===== src/rtl/tx_chstat_bank.sv =====
module tx_chstat_bank #(
  parameter int CS_BITS = 40,
  parameter int FRAMES  = 192,
  parameter int DW      = 8,
  parameter int AW      = 4,
  parameter int IDX_W   = 8
) (
  input  logic             clk,
  input  logic             rst_n,
  input  logic             host_we,
  input  logic [AW-1:0]    host_addr,
  input  logic [DW-1:0]    host_wdata,
  input  logic             blk_start,
  input  logic             chan_right,
  input  logic [IDX_W-1:0] frm_idx,
  output logic             cs_bit
);
  localparam int NB        = CS_BITS / DW;
  localparam int CTRL_ADDR = 2 * NB;
  localparam int BI_W      = $clog2(CS_BITS);

  logic [CS_BITS-1:0] stg_l, stg_r, act_l, act_r;
  logic               stg_valid, stg_copy, act_copy;

  always_ff @(posedge clk or negedge rst_n) begin
    if (!rst_n) begin
      stg_l     <= '0;
      stg_r     <= '0;
      stg_valid <= 1'b0;
      stg_copy  <= 1'b0;
    end else if (host_we) begin
      for (int b = 0; b < NB; b++) begin
        if (int'(host_addr) == b)      stg_l[b*DW +: DW] <= host_wdata;
        if (int'(host_addr) == NB + b) stg_r[b*DW +: DW] <= host_wdata;
      end
      if (int'(host_addr) == CTRL_ADDR) begin
        stg_valid <= host_wdata[0];
        stg_copy  <= host_wdata[1];
      end
    end
  end

  logic               load, in_rng, nxt_copy;
  logic [CS_BITS-1:0] nxt_l, nxt_r, sel;

  assign load     = blk_start && stg_valid;
  assign nxt_l    = load ? stg_l : act_l;
  assign nxt_r    = load ? stg_r : act_r;
  assign nxt_copy = load ? stg_copy : act_copy;
  assign in_rng   = int'(frm_idx) < CS_BITS;
  assign sel      = (chan_right && !nxt_copy) ? nxt_r : nxt_l;

  always_ff @(posedge clk or negedge rst_n) begin
    if (!rst_n) begin
      act_l    <= '0;
      act_r    <= '0;
      act_copy <= 1'b0;
      cs_bit   <= 1'b0;
    end else begin
      act_l    <= nxt_l;
      act_r    <= nxt_r;
      act_copy <= nxt_copy;
      cs_bit   <= in_rng ? sel[frm_idx[BI_W-1:0]] : 1'b0;
    end
  end
endmodule



===== config.mk =====
export PLATFORM = sky130hd
export DESIGN_NAME = tx_chstat_bank
export DESIGN_NICKNAME = d
export VERILOG_FILES = /design/src/rtl/tx_chstat_bank.sv
export SDC_FILE = /design/constraint.sdc
export NUM_CORES = 1
export LEC_CHECK = 0
export ABC_AREA = 1
export BUFFER_PORTS_ARGS = -buffer_cell sky130_fd_sc_hd__buf_2
export CORE_MARGIN = 2
export CORE_UTILIZATION = 65
export DETAILED_ROUTE_END_ITERATION = 8
export PLACE_DENSITY = 0.83
export SLEW_MARGIN = 20
export SYNTH_ARGS = -nofsm -noshare
export SYNTH_HDL_FRONTEND = slang
export SYNTH_SLANG_ARGS = --single-unit

===== constraint.sdc =====
create_clock -name clk -period 3.48 [get_ports clk]
set_clock_uncertainty 0.05 [all_clocks]
set_input_delay 0.348 -clock clk [delete_from_list [all_inputs] [get_ports clk]]
set_output_delay 0.348 -clock clk [all_outputs]
set_load 0.005 [all_outputs]

==> impl_results.md, run 1 <==
- Number of global-route vias before repair: around 6000
- Detailed-route DRC error count: 0
- Routability-driven placement congestion ratio: 0.878
- Wire length of the first global-routing pass: 28.4 mm
- Setup repair after global routing missed its margin: false
- Required time at the worst-slack endpoint: 3.75 ns
- Top metal layer carrying routed signals: met4
- Fin crit share: between 60% and 70%
- Maximum level of the CTS H-tree: 4
- Kind of critical path: reg2reg
- Cell types with the highest counts after synthesis: 238 x nand2_1, 164 x dfrtp_1, 150 x inv_1
- Post-synthesis instance area: 7330 sq um
- Max-cap violations: 0
- M1 WL: 6.97 mm
- Top-count cell post-synth: nand2_1
- Width of the die: around 110 um
- Antenna Cells: 0
- Met3 wirelength from detailed routing: 1.34 mm
- Cell chosen for the clock root: clkbuf_16
- Post-layout net count: 928
- Highest ir drop seen on vdd: around 0.0005 V
- FP Rows: 38
- Crit Reg-Reg Endpoint: cs_bit$_DFF_PN0_
- FF-to-FF setup slack: around 1.1 ns
- Worst rel slew slack: between 30 and 40%
- Pin count of the biggest net entering global routing: 95
- Number of antenna violations at the first check in global routing: 0
- Prevailing post-synth register cell: dfrtp_1
- Hold Buf Count CTS: 1
- Clock-pin slew reported for the worst setup and hold paths after clock tree synthesis: 0.06 ns
- Maximum net fanout on the critical path: 38
- Sequential cell area fraction in the yosys report: between 50 and 60%
- Largest area contributor in the netlist: dfrtp_1
- Worst-margin pin slew: 0.902 ns
- Die Outline Area: between 10000 and 15000 sq um
- Startpoint type of the worst setup path: flip-flop
- Final setup violation count: 0
- Layout area overhead: 8.90%
- Starting density of the core: 67.0%
- Synth Warn #: 0
- TritonRoute pass-1 iters: 6
- # resized after CTS: 0
- Distinct cells, synth: 19
- Startpoint of the lowest-slack register-to-register path: stg_valid$_DFFE_PN0P_
- Worst endpoint data arrival time: 2.68 ns
- Clock latency at the later pin of the worst-skew pair: 0.43 ns
- Time the worst path needs with I/O delays and setup: 2.41 ns
- Sink Count: 164
- Critical Path Source: stg_valid$_DFFE_PN0P_
- Leakage power of the design: 0.00424 uW
- Endpoint kind of the worst setup timing path: flip-flop
- Final max-slew violation count: 0
- Cell count after synthesis: 894
- Buffers added on ports: 25
- Net count of the mapped netlist: between 900 and 1000
- Remaining antenna violation count: 0
- Destination of the critical timing path: cs_bit$_DFF_PN0_
- Fmax: slightly above 0.4 GHz
- Worst Reg2Reg Path Length in Cells: 13
- Maximum root-to-sink buffer count: 2
- Core area: 10900 sq um
- Average size of a mapped cell: 8.20 sq um
- CTS tree: yes
- Final non-filler cell total: 1054
- Routed wire length: ~18 mm
- Accumulated negative setup slack: 0 ns
- Global Route Usage Sum: 31.4%
- Number of buffers inserted during clock tree synthesis: 17
- Total number of vias: 5974
- Setup repair bufs after CTS: 0
- Violation count after the first detailed-routing iteration: 647
- Placed Cells: 1023
- Cell types occupying the most area after synthesis: dfrtp_1 56%, nand2_1 12%, inv_1 7.7%, nand3_1 6.6%, o21ai_0 4.4%
- Number of hold violations in the final report: 0
- Fraction of post-synthesis cell area in the top cell type by area: between 50 and 60%
- Count of state elements after synthesis: 164
- Share of synthesized flip-flops with an asynchronous set or reset: 100%
- Pwr dens: roughly 730 nW/um^2
- DP Wirelength: 11.2 mm
- Worst hold path type: in2reg
- Run status: complete, no violations
- Total congestion overflow after global routing: 0
- Count of flip-flops with a built-in enable after synthesis: 0
- Die Span Y: 110 um
- Number of top-level pins: 26
- Fraction of layout cells with a size suffix above 1: 7.11%
- Drt wl/cell: ~17 um
- DR vias/cell: 5.67
- WL met2: 8.58 mm
==> per-stage QoR <==
step                      area [sq um]  utilization, %  worst slack, ns  total power, uW  hold WS, ns
after floorplan                   7330               -             1.78             3700      0.00241
after global placement            7420            67.8             1.01             3960        0.404
after detailed placement          7420            67.8            0.880             4070        0.411
after CTS                         7970            72.9             1.12             5850       0.0873
after global routing              7980            73.0            0.899             6200        0.113
final                             7980            73.0             1.07             5850       0.0915
==> worst min-delay path by stage <==
stage / from / cells past startpoint / endpoint
after global placement: act_l[37]$_DFF_PN0_ / 2 / act_l[37]$_DFF_PN0_
after detailed placement: act_l[32]$_DFF_PN0_ / 2 / act_l[32]$_DFF_PN0_
after CTS: host_wdata[5] / 3 / stg_r[37]$_DFFE_PN0P_
after floorplan: rst_n / 0 / act_copy$_DFF_PN0_
after global routing: host_wdata[4] / 3 / stg_r[36]$_DFFE_PN0P_
final: host_wdata[5] / 3 / stg_r[37]$_DFFE_PN0P_
==> state kept, by name (all words and copies together) (netlist names) <==
name	flops
stg_copy	1
stg_l	40
stg_r	40
act_l	40
stg_valid	1
act_r	40
cs_bit	1
act_copy	1
==> power breakdown <==
group | total [uW] | internal [uW] | switching, uW
Combinational | 1440 | 474 | 963
Clock | 1760 | 1050 | 707
Sequential | 2660 | 2450 | 209
==> routing by layer <==
metal / GRT usage [%] / up-vias
met5: 0 / -
met4: 16.7 / 0
li1: - / 2799
met3: 6.35 / 64
met2: 51.6 / 269
met1: 39.4 / 2842
==> worst max-delay path, stage by stage, from the launching register on <==
cell and delay, ns:
dfrtp_1 0.41, nand2_4 0.34, nand2_2 0.13, nand3_4 0.23
buf_4 0.34, nand2_1 0.11, nand3_1 0.11, nand3_1 0.08
nand3_1 0.09, nand2_1 0.07, nand2_1 0.06, nand3_1 0.08
nor2_1 0.12, nor2_1 0.05
==> placed cells by master (no fill, tap or decap), types with 2 or more instances in the layout <==
| cell | n |
|---|---|
| a21oi_1 | 23 |
| buf_2 | 24 |
| o21ai_0 | 65 |
| buf_4 | 5 |
| nand3_1 | 97 |
| clkinv_1 | 2 |
| dfrtp_1 | 164 |
| nand4_1 | 3 |
| nand2_2 | 2 |
| nor2_1 | 39 |
| clkbuf_1 | 5 |
| buf_12 | 2 |
| nor2_2 | 2 |
| clkbuf_16 | 17 |
| clkinv_2 | 2 |
| clkbuf_8 | 4 |
| inv_1 | 150 |
| nand2_1 | 238 |
| o21ai_1 | 62 |
==> area by class of cell <==
cell class,instances,area [sq um]
Sequential cell,164,4100
Fill cell,791,2960
Multi-Input combinational cell,534,2360
Inverter,153,577
Clock buffer,26,499
Timing Repair Buffer,33,219
Tap cell,140,175
Clock inverter,4,47.5
==> cells by family after synthesis <==
logic type | synth area share (%)
and+or+nand+nor | 21.7
buffers and inverters | 11.9
DFF | 56.0
AOI/OAI and AO/OA | 10.4
Note: power is estimated with default switching activity, not from simulation.
==> inputs of run 2 (changes only) <==
- ABC_AREA: 1 -> 0
- CORE_UTILIZATION: 65 -> 61
- PLACE_DENSITY: 0.83 -> 0.79
- clock period: 3.48 -> 2.3 ns (I/O delays scaled with it)
==> run 2 against run 1 <==
Net effect: the run now ends with negative setup slack left; maximum frequency is 8.1% lower; hold slack worse by 0.053 ns; clock power is 76% higher; highest routed layer unchanged; core utilization is 1.7 points higher; sequential share of layout area is 3.3 points lower; non-clock buffer count is 44 higher; first-iteration DRC count is 23% lower.
==> impl_results.md, run 2 <==
- Worst-path cell chain: nand2_4, buf_12, buf_4, clkbuf_16, mux2_4, mux4_2, o22ai_2, a31oi_1, and4b_1, o311a_1
- Worst-margin pin slew: 0.662 ns (-0.240 ns)
- Leakage power of the design: 0.00407 uW (-4.1%)
- Number of antenna violations at the first check in global routing: 0 (unchanged)
- Critical Path Slowest Stage Cell: mux4_2
- Distinct cells, synth: 51 (+32)
- Synth Warn #: 0 (unchanged)
- Setup repair after global routing missed its margin: true
- Width of the die: 112 um (+1.9%)
- Placed Cells: 761 (-26%)
- Final standard cell utilization of the core: 74.7% (+1.7 points)
- Number of buffers inserted during clock tree synthesis: 17 (unchanged)
- Cell chosen for the clock root: clkbuf_16
- Worst rel slew slack: 55.9% (+16 points)
- Number of hold violations in the final report: 0 (unchanged)
- Pin count of the biggest net entering global routing: 64 (-33%)
- CTS tree: yes
- Slowest cell delay on critical path: 0.47 ns (+0.06 ns)
- Maximum net fanout on the critical path: 8 (-79%)
- Average size of a mapped cell: 12.1 sq um (+48%)
- Sequential cell area fraction in the yosys report: 57.4% (+1.4 points)
- Prevailing post-synth register cell: dfrtp_1
- Required time at the worst-slack endpoint: 2.57 ns (-1.18 ns)
- Cell types with the highest counts after synthesis: 164 x dfrtp_1, 148 x nand2_1, 112 x mux2_2
- Violations in the final reports: negative setup slack
- Fmax: 0.382 GHz (-8.1%)
- DR vias/cell: 6.10 (+7.6%)
- Final setup violation count: 1 (+1)
- Endpoint kind of the worst setup timing path: flip-flop
- Violation count after the first detailed-routing iteration: 496 (-23%)
- Detailed-route DRC error count: 0 (unchanged)
- Net count of the mapped netlist: 615 (-33%)
- Share of synthesized flip-flops with an asynchronous set or reset: 100% (unchanged)
- Drt wl/cell: 21.6 um (+29%)
- Fraction of layout cells with a size suffix above 1: 37.1% (+30 points)
- Final max-slew violation count: 0 (unchanged)
- Largest area contributor in the netlist: dfrtp_1
- TritonRoute pass-1 iters: 5 (-1)
- Core area: 11400 sq um (+4.4%)
- Routed wire length: 17.3 mm (-1.6%)
- Number of cells on the worst hold path: 3 (unchanged)
- Worst endpoint data arrival time: 2.88 ns (+0.20 ns)
- Max-cap violations: 0 (unchanged)
- Clock latency at the later pin of the worst-skew pair: 0.43 ns (about the same)
- FP Rows: 39 (+2.6%)
- Number of global-route vias before repair: 5141 (-14%)
- Final non-filler cell total: 803 (-24%)
- Count of flip-flops with a built-in enable after synthesis: 0 (unchanged)
- Fin crit share: 114% (+45 points)
- Startpoint type of the worst setup path: flip-flop
- Buffers added on ports: 25 (unchanged)
- Die Outline Area: 12600 sq um (+3.8%)
- Final worst hold slack: 0.0385 ns (-0.0531 ns)
- Cell count after synthesis: 590 (-34%)
- Top-count cell post-synth: dfrtp_1
- Layout area overhead: 19.3%
- Commonest non-fill, non-tap cell in the layout: dfrtp_1
- Kind of critical path: reg2reg
- Global Route Usage Sum: 28.6% (-2.8 points)
- Pwr dens: 1160 nW/um^2 (+58%)
- Post-layout net count: 672 (-28%)
- Total congestion overflow after global routing: 0 (unchanged)
- Remaining antenna violation count: 0 (unchanged)
- Number of top-level pins: 26 (unchanged)
- Final worst slack: -0.318 ns (-1.39 ns)
- Run status: finished, violations left
- Fraction of post-synthesis cell area in the top cell type by area: 57.4% (+1.4 points)
- DP Wirelength: 11.0 mm (-1.8%)
- Post-synthesis instance area: 7150 sq um (-2.4%)
- Starting density of the core: 62.6% (-4.4 points)
- Total number of vias: 4898 (-18%)
- Die Span Y: 112 um (+1.9%)
- Top library cells by usage in the layout, fill and taps aside: 163 x dfrtp_1, 148 x nand2_1, 107 x mux2_2
- Maximum level of the CTS H-tree: 4 (unchanged)
- Maximum root-to-sink buffer count: 2 (unchanged)
- Wire length of the first global-routing pass: 27.1 mm (-4.6%)
- Sink Count: 164 (unchanged)
- Highest ir drop seen on vdd: 0.000713 V (+43%)
- Clock-pin slew reported for the worst setup and hold paths after clock tree synthesis: 0.06 ns (about the same)
- Cell types occupying the most area after synthesis: dfrtp_1 57%, mux2_2 18%, nand2_1 7.8%, mux4_2 3.8%, clkbuf_1 1.1%
- Routability-driven placement congestion ratio: 0.880 (+0.14%)
- Time the worst path needs with I/O delays and setup: 2.62 ns (+0.212 ns)
- Antenna Cells: 0 (unchanged)
- Worst Reg2Reg Path Length in Cells: 10 (-3)
- Count of state elements after synthesis: 164 (unchanged)
- Worst hold path type: in2reg
- Filler cells: 746 (-5.7%)
==> run 2: cell families after synthesis <==
logic type	synth area share, %
multiplexers	23.3
buffers and inverters	2.62
AO/OA/AOI/OAI	4.39
flip-flops	57.4
AND/OR/NAND/NOR	12.2
==> run 2: path summary, 6_finish.rpt <==
kind                                          to                  start  slack [ns]
max                             cs_bit$_DFF_PN0_  stg_valid$_DFFE_PN0P_       -0.32
min                             cs_bit$_DFF_PN0_             frm_idx[7]        0.04
max reg2reg                     cs_bit$_DFF_PN0_  stg_valid$_DFFE_PN0P_       -0.32
min reg2reg                  act_l[12]$_DFF_PN0_    act_l[12]$_DFF_PN0_        0.42
max in group asynchronous  stg_valid$_DFFE_PN0P_                  rst_n        1.25
min in group asynchronous    act_l[36]$_DFF_PN0_                  rst_n        0.25
==> run 2: area by class of cell <==
class | count | area, sq um | share of cell area, %
Sequential cell | 164 | 4110 | 48.1
Multi-Input combinational cell | 384 | 2920 | 34.3
Timing Repair Buffer | 77 | 667 | 7.82
Clock buffer | 23 | 468 | 5.49
Tap cell | 143 | 179 | 2.10
Clock inverter | 9 | 175 | 2.05
Inverter | 3 | 11.3 | 0.132
==> run 2: per-stage QoR <==
stage / setup slack, ns / setup TNS, ns / area [sq um] / power (uW)
CTS: -0.248 / -0.248 / 8420 / 9780
global placement: -0.299 / -0.299 / 7710 / 6460
detailed placement: -0.323 / -0.323 / 7710 / 6630
finish: -0.318 / -0.318 / 8530 / 9900
floorplan: -0.335 / -0.335 / 7160 / 5820
global route: -0.386 / -0.386 / 8530 / 10300
==> run 2: what timing repair did <==
| action | in CTS | in global routing |
|---|---|---|
| resized for setup | 5 | 9 |
| cloned | 0 | 2 |
| endpoints found under the hold margin | 43 | 0 |
| hold buffers | 1 | 0 |
| pin swaps | 3 | 5 |
| endpoints found under the setup margin | 1 | 1 |
| setup buffers | 5 | 2 |
==> run 2: critical path: cells and delay by family (launching register included) <==
kind | cells | cell delay [ns]
AND/OR/NAND/NOR | 2 | 0.33
buffers and inverters | 3 | 0.41
AO/OA/AOI/OAI | 3 | 0.51
flip-flops | 1 | 0.43
multiplexers | 2 | 0.77
==> run 2: where the power goes <==
part / switching (uW) / internal [uW]
clock: 1110 / 1980
combinational: 1200 / 1330
sequential: 428 / 3860
==> run 2: routing by layer <==
| metal | routed length, um | global-route usage (%) |
|---|---|---|
| met4 | 528 | 12.5 |
| met3 | 858 | 5.45 |
| met2 | 8600 | 46.6 |
| met5 | 0 | 0 |
| met1 | 7330 | 38.1 |
